[src/rtl/obm_pkg.sv]
// Package: shared sizes for the outer bank combiner.
// Assumes four outer registers and the fixed roles described in the brief.
package obm_pkg;
    localparam int NUM_CFG  = 4;                 // outer register count
    localparam int IDX_W    = $clog2(NUM_CFG);   // write index width
    localparam int CHR_BASE = 0;                 // register OR-ed into CHR banks
    localparam int PRG_BASE = 1;                 // register OR-ed into PRG banks
    localparam int CHR_SIZE = 2;                 // mask code and high CHR select
    localparam int PRG_CTRL = 3;                 // PRG clear bits and lock
    localparam int LOCK_BIT = 6;                 // lock bit inside PRG_CTRL
    localparam int HI_BIT   = 4;                 // high CHR select inside CHR_SIZE
endpackage

[src/rtl/obm_cfg_regs.sv]
// Module: outer register file with an auto-advancing write index.
// Assumes cfg_we is a one-cycle pulse; once the lock bit is set only reset clears it.
module obm_cfg_regs #(
    parameter int REG_W = 8
) (
    input  logic                                      clk,
    input  logic                                      rst_n,
    input  logic                                      wr_en,
    input  logic [REG_W-1:0]                          wr_data,
    output logic [obm_pkg::NUM_CFG-1:0][REG_W-1:0]    cfg_q,
    output logic [obm_pkg::IDX_W-1:0]                 idx_q,
    output logic                                      locked
);
    import obm_pkg::*;

    // Lock flag read straight from the control register.
    assign locked = cfg_q[PRG_CTRL][LOCK_BIT];

    // Store the write at the index and step the index, unless locked.
    always_ff @(posedge clk) begin
        if (!rst_n) begin
            cfg_q <= '0;
            idx_q <= '0;
        end else if (wr_en && !locked) begin
            cfg_q[idx_q] <= wr_data;
            idx_q        <= idx_q + 1'b1;
        end
    end
endmodule

[src/rtl/obm_prg_map.sv]
// Module: final PRG bank builder, one combinational lane per 8 KB slot.
// Assumes REG_W >= CUT_W; bits above CUT_W of the inner bank are discarded.
module obm_prg_map #(
    parameter int REG_W = 8,
    parameter int SLOTS = 4,
    parameter int CUT_W = 6
) (
    input  logic [REG_W-1:0]       clr_bits,
    input  logic [REG_W-1:0]       base,
    input  logic [SLOTS*REG_W-1:0] inner,
    output logic [SLOTS*REG_W-1:0] final_bank
);
    localparam int PAD_W = REG_W - CUT_W;

    logic [CUT_W-1:0] keep;

    // Bits that survive the clear mask.
    assign keep = ~clr_bits[CUT_W-1:0];

    for (genvar s = 0; s < SLOTS; s++) begin : g_lane
        logic [CUT_W-1:0] low;
        // Clear, truncate and merge with the outer base.
        always_comb begin
            low = inner[s*REG_W +: CUT_W] & keep;
            final_bank[s*REG_W +: REG_W] = {{PAD_W{1'b0}}, low} | base;
        end
    end
endmodule

[src/rtl/obm_chr_map.sv]
// Module: CHR mask decoder plus final CHR bank builder per 1 KB slot.
// Assumes a 4-bit size code: top bit off gives an empty mask.
module obm_chr_map #(
    parameter int REG_W = 8,
    parameter int SLOTS = 8
) (
    input  logic [3:0]               size_code,
    input  logic                     hi_sel,
    input  logic [REG_W-1:0]         base,
    input  logic [SLOTS*REG_W-1:0]   inner,
    output logic [REG_W-1:0]         mask,
    output logic [SLOTS*(REG_W+1)-1:0] final_bank
);
    localparam int OUT_W = REG_W + 1;

    logic [REG_W:0] ones;

    // Decode the size code into a run of low ones.
    always_comb begin
        ones = ({{REG_W{1'b0}}, 1'b1} << ({1'b0, size_code[2:0]} + 4'd1)) - 1'b1;
        mask = size_code[3] ? ones[REG_W-1:0] : '0;
    end

    for (genvar s = 0; s < SLOTS; s++) begin : g_lane
        // Mask the inner bank, merge the base, prepend the high select.
        always_comb begin
            final_bank[s*OUT_W +: OUT_W] = {hi_sel, (inner[s*REG_W +: REG_W] & mask) | base};
        end
    end
endmodule

[src/rtl/mc_outer_bank.sv]
// Module: top of the multicart outer bank combiner.
// Assumes registered outer state and purely combinational bank outputs.
module mc_outer_bank #(
    parameter int REG_W     = 8,
    parameter int PRG_SLOTS = 4,
    parameter int CHR_SLOTS = 8,
    parameter int PRG_CUT   = 6
) (
    input  logic                             clk,
    input  logic                             rst_n,
    input  logic                             cfg_we,
    input  logic [REG_W-1:0]                 cfg_wdata,
    input  logic [PRG_SLOTS*REG_W-1:0]       inner_prg,
    input  logic [CHR_SLOTS*REG_W-1:0]       inner_chr,
    output logic [PRG_SLOTS*REG_W-1:0]       final_prg,
    output logic [CHR_SLOTS*(REG_W+1)-1:0]   final_chr
);
    import obm_pkg::*;

    logic [NUM_CFG-1:0][REG_W-1:0] cfg_q;
    logic [IDX_W-1:0]              idx_q;
    logic                          locked;
    logic [REG_W-1:0]              chr_mask;

    obm_cfg_regs #(.REG_W(REG_W)) u_regs (
        .clk     (clk),
        .rst_n   (rst_n),
        .wr_en   (cfg_we),
        .wr_data (cfg_wdata),
        .cfg_q   (cfg_q),
        .idx_q   (idx_q),
        .locked  (locked)
    );

    obm_prg_map #(.REG_W(REG_W), .SLOTS(PRG_SLOTS), .CUT_W(PRG_CUT)) u_prg (
        .clr_bits   (cfg_q[PRG_CTRL]),
        .base       (cfg_q[PRG_BASE]),
        .inner      (inner_prg),
        .final_bank (final_prg)
    );

    obm_chr_map #(.REG_W(REG_W), .SLOTS(CHR_SLOTS)) u_chr (
        .size_code  (cfg_q[CHR_SIZE][3:0]),
        .hi_sel     (cfg_q[CHR_SIZE][HI_BIT]),
        .base       (cfg_q[CHR_BASE]),
        .inner      (inner_chr),
        .mask       (chr_mask),
        .final_bank (final_chr)
    );
endmodule

[config.mk]
export PLATFORM = sky130hd
export DESIGN_NAME = mc_outer_bank
export DESIGN_NICKNAME = d
export VERILOG_FILES = /design/src/rtl/obm_pkg.sv /design/src/rtl/obm_cfg_regs.sv /design/src/rtl/obm_prg_map.sv /design/src/rtl/obm_chr_map.sv /design/src/rtl/mc_outer_bank.sv
export SDC_FILE = /design/constraint.sdc
export NUM_CORES = 1
export LEC_CHECK = 0
export ABC_AREA = 0
export BUFFER_PORTS_ARGS = -buffer_cell sky130_fd_sc_hd__buf_2
export CORE_AREA = 2 2 81 83
export CTS_BUF_LIST = sky130_fd_sc_hd__clkbuf_8
export DETAILED_ROUTE_END_ITERATION = 10
export DIE_AREA = 0 0 83 85
export HOLD_SLACK_MARGIN = 0.15
export PLACE_DENSITY = 0.88
export SLEW_MARGIN = 0
export SYNTH_ARGS = -nofsm -noshare
export SYNTH_HDL_FRONTEND = slang
export SYNTH_SLANG_ARGS = --single-unit
[constraint.sdc]
create_clock -name clk -period 4.38 [get_ports clk]
set_input_delay 0.438 -clock clk [delete_from_list [all_inputs] [get_ports clk]]
set_output_delay 0.438 -clock clk [all_outputs]
set_load 0.005 [all_outputs]
==> results of run 1 <==
## sequential cells by signal, indices dropped and copies added (netlist names)
signal,cells
u_regs.cfg_q,28
u_regs.idx_q,2
## layout make-up
type	count	area, sq um
fillers	575	2970
multi-input cells	205	1410
repair buffers	202	1010
flip-flops and latches	30	601
well taps	77	96.3
clock buffers	6	82.6
inverters	8	30.0
clock inverters	2	8.76
## per-stage QoR
step	hold WS [ps]	setup slack [ps]	cell area, sq um
final	433	1540	3240
after detailed placement	461	1840	3150
after CTS	424	1530	3240
after global routing	443	1400	3240
after floorplan	435	2030	2280
after global placement	452	1890	3150
## worst min path at each step
| stage | start | endpoint | slack (ps) | cells after the start |
|---|---|---|---|---|
| after floorplan | u_regs.cfg_q[29] | u_regs.cfg_q[29] | 440 | 2 |
| after global placement | u_regs.cfg_q[29] | u_regs.cfg_q[29] | 450 | 2 |
| after detailed placement | u_regs.cfg_q[29] | u_regs.cfg_q[29] | 460 | 2 |
| after CTS | cfg_wdata[6] | u_regs.cfg_q[6] | 420 | 3 |
| after global routing | cfg_wdata[7] | u_regs.cfg_q[7] | 440 | 3 |
| final | cfg_wdata[6] | u_regs.cfg_q[6] | 430 | 3 |
## layer usage
layer | up-vias | global-route usage [%] | share of wire, %
li1 | 1316 | - | -
met1 | 1141 | 18.8 | 40
met2 | 112 | 33.7 | 51
met3 | 8 | 4.18 | 7.6
met4 | 0 | 6.56 | 1.5
met5 | - | 0 | 0
## cell usage after synthesis, types with 2 or more instances
cell type and instances:
a21boi_1 10, inv_1 8, nor2_1 3, nand3_1 27, dfxtp_1 30, clkbuf_1 9
buf_4 20, a21o_1 80, a31o_1 8, nand2_1 30, nor2b_1 5, ha_1 5
a21boi_0 17, nand3b_1 4, buf_1 8, buf_6 2
## cells by family after synthesis
logic type / count (synthesis) / share of synthesized area, %
compound gates: 120 / 40.3
xor+xnor: 2 / 1.10
fa+ha+maj: 5 / 2.75
buf+inv: 48 / 11.9
flops: 30 / 26.4
mux: 1 / 0.439
other cells: 1 / 0.165
simple gates: 76 / 17.0
## critical path, cell delays in order, from the launching register on
cell,delay (ps)
dfxtp_1,420
or3_2,490
ha_1,290
nor4b_1,180
o31a_2,430
a21o_1,190
buf_2,120
## power groups by stage
stage | sequential [uW] | clock (uW) | combinational [uW]
after CTS | 309 | 228 | 225
after global placement | 314 | 0 | 220
final | 309 | 222 | 222
after global routing | 313 | 241 | 247
after detailed placement | 316 | 0 | 223
after floorplan | 298 | 0 | 130
==> run_results.csv, run 1 <==
group,metric,value,unit
run_status,outcome,"finished, final reports clean",
power_and_ir_drop,p_comb_share,29.5,%
critical_path,crit_required,3940,ps
finish,final_common_cell,"buf_2",
floorplanning,die_y,85,um
sta,finalCritPeriodShare,64.8,%
place,dp_cells,522,
grt,grtUsageTotal,17.7,%
finish,final_cell_mix,"buf_2, a21o_1, nand2_1, dfxtp_1, nand3_1",
logic_synthesis,syn_inst,283,
critical_path,reg2reg_depth,3,
drt,viasPerCell,4.86,
logic_synthesis,ys_top_cells_by_area,"a21o_1, dfxtp_1, buf_4",
place,place_hpwl,5.08,mm
critical_path,rr_endpoint,"u_regs.idx_q[1]",
drt,drt-total-wl,6.36,mm
power_and_ir_drop,internal_power,538,uW
floorplanning,row_count,29,
critical_path,r2r_slack,2720,ps
grt,grt.overflow.total,0,
flow_run,maxCapViolations,0,
logic_synthesis,async_flop_share,0,%
place,gp_congestion,0.775,
floorplanning,die_w,83,um
clocking,cts_tree,"done",
logic_synthesis,syn-num-nets,395,
sta,final-hold-violation-count,0,
power_and_ir_drop,power_switching,216,uW
clocking,holdBufCountCts,0,
logic_synthesis,synth_ff_type,"dfxtp_1",
finish,final_cells,530,
critical_path,r2r_start,"u_regs.cfg_q[30]",
drt,first_pass_iters,4,
logic_synthesis,avgSynthCellArea,8.05,sq um
critical_path,cp.arrival,2400,ps
clocking,post_cts_resized,0,
grt,grt_pass1_vias,2376,
floorplanning,start_util,36.7,%
logic_synthesis,syn_area,2280,sq um
floorplanning,fp.coreArea,6200,sq um
logic_synthesis,yosys.area.top_type,"a21o_1",
hold_path,hold_class,"in -> reg",
drt,vias,2577,
power_and_ir_drop,leakage,0.00217,uW
power_and_ir_drop,p_per_area,233,nW/um^2
finish,postLayoutCoreUtil,52.2,%
finish,num_antenna_cells,0,
clocking,insertion_delay,280,ps
drt,wl_per_cell,12.0,um
critical_path,crit_path_end,"final_chr[51]",
grt,grt_max_degree,31,
sta,skew,4.79,ps
sta,slew_headroom,27.5,%
power_and_ir_drop,ir_worst_vdd,0.000176,V
logic_synthesis,yosysWarningCount,0,
logic_synthesis,synth_top_area_share,26.4,%
clocking,cts_setup_buffers,0,
logic_synthesis,ys_types,33,
power_and_ir_drop,p_total,754,uW
clocking,root_buffer,"clkbuf_8",
sta,worst_slew_pin_slew,1080,ps
power_and_ir_drop,seq_power_share,41.0,%
logic_synthesis,synth_edf_count,0,
clocking,htreeDepth,2,
power_and_ir_drop,sw_frac_of_total,28.6,%
critical_path,startpoint_type,"flop",
grt,grt_pass1_wl,10.5,mm
sta,finalSetupTns,0,ps
grt,antenna_found_initial,0,
clocking,cts_buffers,5,
critical_path,cp-end-kind,"output port",
logic_synthesis,ys_seq_elements,30,
finish,layout.nets,564,
drt,drc,0,
clocking,clockBufferDepth,2,
sta,period_minus_slack,2840,ps
floorplanning,pin_count,211,
floorplanning,die_area,7060,sq um
critical_path,path_class,"reg -> out",
sta,rsz0062_at_grt,"no",
clocking,cts.sinks,30,
drt,drt_iter0_drc,52,
power_and_ir_drop,pwr-share-clk,29.5,%
sta,setup_viol,0,
drt,final_antenna_net_count,0,
critical_path,crit_fanout,11,
finish,drive_gt1_share,47.9,%
finish,syn2layout_area_growth,42.1,%
critical_path,timing.critical_path.from,"u_regs.cfg_q[17]",
clocking,clk_pin_slew,60,ps
place,port_buffers,202,
logic_synthesis,seq_area_frac_synth,26.4,%
sta,slew_violations,0,
sta,fmaxAchievable,353,MHz
No activity file was read; power rests on OpenSTA's default activity.
==> inputs of run 2 (changes only) <==
CORE_AREA = not set   (was 2 2 81 83)
CORE_MARGIN = 2   (was not set)
CORE_UTILIZATION = 38   (was not set)
DIE_AREA = not set   (was 0 0 83 85)
PLACE_DENSITY = 0.9   (was 0.88)
clock period = 2.78 ns   (was 4.38 ns; I/O delays follow)
==> run 2 against run 1 <==
  * Hold slack lost 160 ps
  * Via count grew 2.0%
  * Design area grew 0.77%
  * First-iteration DRC count shrank 13%
  * Non-clock buffer count grew 1
  * Combinational power grew 61%
  * Clock power grew 83%
==> run_results.csv, run 2 (synthesis gave the netlist of run 1 again) <==
group,metric,value,unit
critical_path,crit_required,2500,ps
finish,largest_register_ff_count,28,
clocking,clockBufferDepth,2,
finish,layout.nets,565,
run_status,outcome,"finished, final reports clean",
flow_run,maxCapViolations,0,
sta,period_minus_slack,2680,ps
place,placed_area,3150,sq um
place,gp_congestion,0.776,
sta,skew,4.61,ps
clocking,cts.sinks,30,
drt,drc,0,
clocking,cts_buffers,5,
finish,top_regs,"u_regs.cfg_q x28, u_regs.idx_q x2",
drt,wl_per_cell,13.0,um
floorplanning,die_area,6630,sq um
power_and_ir_drop,p_total,1250,uW
floorplanning,pin_count,211,
critical_path,cp-end-kind,"output port",
sta,setup_viol,0,
power_and_ir_drop,p_per_area,384,nW/um^2
grt,grt_pass1_wl,9.58,mm
critical_path,worstPathCellList,"or3_2 > ha_1 > nor4b_1 > o31a_2 > a21o_1 > buf_2",
finish,max_flop_register,"u_regs.cfg_q",
critical_path,path_delay_family,"simple AND/OR/NAND/NOR gates",
power_and_ir_drop,ir_worst_vdd,0.000295,V
grt,grt_pass1_vias,2199,
sta,rsz0062_at_grt,"no",
sta,final-hold-violation-count,0,
finish,num_antenna_cells,0,
floorplanning,fp.coreArea,5850,sq um
place,port_buffers,202,
place,dp_cells,521,
critical_path,slowest_stage,"or3_2",
clocking,cts_tree,"done",
critical_path,startpoint_type,"flop",
critical_path,cpPeakStageDelay,500,ps
sta,slew_violations,0,
clocking,htreeDepth,2,
finish,stdcell_area,3260,sq um
sta,finalCritPeriodShare,96.2,%
finish,fill_cells,537,
sta,worst_slew_pin_slew,735,ps
drt,vias,2629,
drt,viasPerCell,4.97,
grt,grt.overflow.total,0,
critical_path,cp.buffers_inverters,1,
place,place_hpwl,5.49,mm
sta,finalSetupTns,0,ps
finish,syn2layout_area_growth,43.2,%
floorplanning,start_util,38.9,%
clocking,insertion_delay,280,ps
finish,final_common_cell,"buf_2",
drt,first_pass_iters,4,
critical_path,cp.arrival,2400,ps
finish,drive_gt1_share,48.5,%
grt,grtUsageTotal,18.4,%
critical_path,path_class,"reg -> out",
floorplanning,die_y,81.4,um
critical_path,crit_fanout,10,
clocking,clk_pin_slew,60,ps
drt,drt-total-wl,6.87,mm
grt,antenna_found_initial,0,
power_and_ir_drop,leakage,0.00218,uW
finish,final_cell_mix,"buf_2, a21o_1, nand2_1",
floorplanning,die_w,81.4,um
floorplanning,row_count,28,
clocking,root_buffer,"clkbuf_8",
sta,slew_headroom,51.0,%
drt,drt_iter0_drc,45,
hold_path,hold_class,"in -> reg",
drt,final_antenna_net_count,0,
sta,fmaxAchievable,374,MHz
grt,grt_max_degree,31,
finish,final_cells,529,
[run 2: cell count changes in the layout (fill, tap and decap cells not counted)]
cell	delta
clkbuf_8	+2
buf_4	+1
clkinv_2	-1
dfxtp_1	-1
dfxtp_2	+1
inv_1	-1
[run 2: worst min-delay path, cell delays in order]
cell      delay, ps
buf_2           120
nand3_1          60
a21boi_1         50
[run 2: power by group]
part           internal, uW  switching [uW]  leakage, uW
sequential              450            37.6     0.000244
combinational           203             155      0.00188
clock                   249             158    0.0000575
total                   903             350      0.00218
[run 2: per-layer routing]
metal	wire length, um	vias to the layer above	track usage [%]	share of wire (%)
met5	0	-	0	0
met4	163	0	8.14	2.4
met3	597	12	4.29	8.7
met2	3480	112	35.3	51
met1	2630	1191	18.8	38
li1	-	1314	-	-
[run 2: area by class of cell]
cell class / instances / area, sq um / share of cell area (%)
multi-input combinational: 205 / 1410 / 43.2
timing repair buffer: 203 / 1020 / 31.2
sequential: 30 / 602 / 18.4
clock buffer: 8 / 110 / 3.37
tap: 75 / 93.8 / 2.88
inverter: 8 / 30.0 / 0.920
[run 2: final timing paths]
path	startpoint	endpoint	slack, ps	depth (start not counted)
setup / recovery	u_regs.cfg_q[16]	final_chr[33]	100	6
hold / removal	cfg_wdata[6]	u_regs.cfg_q[6]	270	3
setup reg to reg	u_regs.cfg_q[30]	u_regs.cfg_q[15]	1220	4
hold reg to reg	u_regs.cfg_q[29]	u_regs.cfg_q[29]	460	2
[run 2: what timing repair did]
action / in CTS / in global routing
buffers inserted: 0 / 0
endpoints found under the hold margin: 0 / 0
setup endpoints to repair: 0 / 7
gates resized for setup: 0 / 1
hold buffers: 0 / 0
[run 2: through the flow]
step                setup slack [ps]  util (%)  hold WS, ps
finish                           105      55.8          272
global route                   0.883      55.8          268
CTS                             69.1      55.8          258
detailed placement               382      53.9          453
global placement                 457      53.9          449
floorplan                        594         -          424
==> inputs of run 3 (changes only) <==
==> constraint.sdc (replaced) <==
create_clock -name clk -period 2.78 [get_ports clk]
set_input_delay 0.556 -clock clk [delete_from_list [all_inputs] [get_ports clk]]
set_output_delay 0.556 -clock clk [all_outputs]
set_load 0.005 [all_outputs]
==> run 3 against run 2 <==
  * Final cell count rose by 0.95%
  * Critical path type unchanged
  * Global-route usage rose by 0.40 points
  * Sequential power fell by 1%
  * Via count rose by 1.4%
  * Critical endpoint is now final_chr[69]
  * First-iteration DRC count rose by 67%
==> run_results.csv, run 3 (synthesis gave the netlist of run 1 again) <==
group,metric,value,unit
critical_path,worstPathCellList,"or3_4 > ha_4 > and3_2 > o31a_4 > a21o_1 > buf_2",
finish,final_cell_mix,"buf_2, a21o_1, nand2_1, dfxtp_1, nand3_1",
sta,fmaxAchievable,383,MHz
clocking,cts_tree,"done",
sta,slew_violations,0,
finish,drive_gt1_share,48.8,%
drt,drt-total-wl,6.91,mm
clocking,holdBufCountCts,0,
grt,grt.overflow.total,0,
grt,grt_pass1_vias,2218,
clocking,clk_pin_slew,60,ps
clocking,clockBufferDepth,2,
floorplanning,die_y,81.4,um
finish,top_regs,"u_regs.cfg_q x28, u_regs.idx_q x2",
finish,largest_register_ff_count,28,
sta,worst_slew_pin_slew,729,ps
place,gp_congestion,0.785,
place,port_buffers,202,
grt,grt_max_degree,31,
power_and_ir_drop,ir_worst_vdd,0.000286,V
power_and_ir_drop,p_per_area,362,nW/um^2
drt,drc,0,
sta,rsz0062_at_grt,"no",
drt,final_antenna_net_count,0,
critical_path,path_class,"reg -> out",
floorplanning,pin_count,211,
grt,grtUsageTotal,18.8,%
sta,period_minus_slack,2610,ps
floorplanning,die_w,81.4,um
critical_path,crit_fanout,8,
flow_run,maxCapViolations,0,
drt,first_pass_iters,4,
drt,vias,2667,
critical_path,cp.buffers_inverters,1,
drt,viasPerCell,4.99,
critical_path,cp.arrival,2060,ps
power_and_ir_drop,leakage,0.00220,uW
finish,num_antenna_cells,0,
grt,antenna_found_initial,0,
drt,drt_iter0_drc,75,
critical_path,slowest_stage,"or3_4",
floorplanning,start_util,38.9,%
critical_path,startpoint_type,"flop",
sta,slew_headroom,51.2,%
finish,max_flop_register,"u_regs.cfg_q",
hold_path,hold_class,"reg -> reg",
finish,syn2layout_area_growth,45.0,%
grt,grt_pass1_wl,9.82,mm
sta,final-hold-violation-count,0,
clocking,cts_buffers,5,
clocking,insertion_delay,280,ps
sta,setup_viol,0,
critical_path,cp-end-kind,"output port",
floorplanning,row_count,28,
run_status,outcome,"finished, final reports clean",
floorplanning,die_area,6630,sq um
sta,finalSetupTns,0,ps
critical_path,path_delay_family,"simple AND/OR/NAND/NOR gates",
finish,layout.nets,570,
floorplanning,fp.coreArea,5850,sq um
finish,stdcell_area,3300,sq um
place,place_hpwl,5.54,mm
clocking,root_buffer,"clkbuf_8",
clocking,htreeDepth,2,
drt,wl_per_cell,12.9,um
sta,skew,3.68,ps
clocking,cts.sinks,30,
critical_path,crit_required,2220,ps
finish,final_common_cell,"buf_2",
place,placed_area,3180,sq um
sta,finalCritPeriodShare,94.0,%
finish,fill_cells,543,
critical_path,cpPeakStageDelay,390,ps
==> run 3: timing repair <==
action / CTS / global route
cloned: 0 / 0
resized for setup: 1 / 3
setup endpoints to repair: 8 / 8
setup buffers: 0 / 1
pin swaps: 0 / 2
==> run 3: path summary, 6_finish.rpt <==
check              startpoint               end  slack, ps  depth (start not counted)
max          u_regs.cfg_q[16]     final_chr[69]        170                          6
min          u_regs.cfg_q[29]  u_regs.cfg_q[29]        460                          2
max reg2reg  u_regs.cfg_q[30]  u_regs.cfg_q[16]       1190                          4
min reg2reg  u_regs.cfg_q[29]  u_regs.cfg_q[29]        460                          2
==> run 3: metrics by stage <==
step / util [%] / hold WS [ps] / cells / setup slack (ps) / total power, uW
final: 56.5 / 461 / 534 / 167 / 1200
after global routing: 56.5 / 493 / 534 / 108 / 1280
after CTS: 56.0 / 464 / 533 / 30.9 / 1210
after detailed placement: 54.4 / 454 / 525 / 267 / 858
after global placement: 54.4 / 449 / 525 / 306 / 848
after floorplan: - / 435 / 283 / 316 / 675
==> run 3: layout make-up <==
type	count	area (sq um)	area share, %
flip-flops and latches	30	601	18.2
well taps	75	93.8	2.84
inverters	8	30.0	0.909
clock inverters	2	8.76	0.265
repair buffers	208	1060	32.0
clock buffers	6	82.6	2.50
multi-input cells	205	1430	43.4
==> run 3: routing by layer <==
layer  GRT usage (%)  part of all wire (%)  vias up
li1                -                     -     1329
met1            20.5                    39     1227
met2            37.3                    52      106
met3            3.63                   8.0        5
met4            3.73                  0.67        0
met5               0                     0        -
==> run 3: power by group <==
group / leakage [uW] / internal (uW) / switching (uW)
logic: 0.00190 / 208 / 161
clock network: 0.0000524 / 195 / 150
registers: 0.000244 / 450 / 32.8
total: 0.00220 / 853 / 344
==> run 3: worst register-to-register path: cells and delay by family, from the launching register on <==
kind	cells	cell delay (ps)
flip-flops	1	350
AO/OA/AOI/OAI	1	170
buffers and inverters	1	300
AND/OR/NAND/NOR	2	700
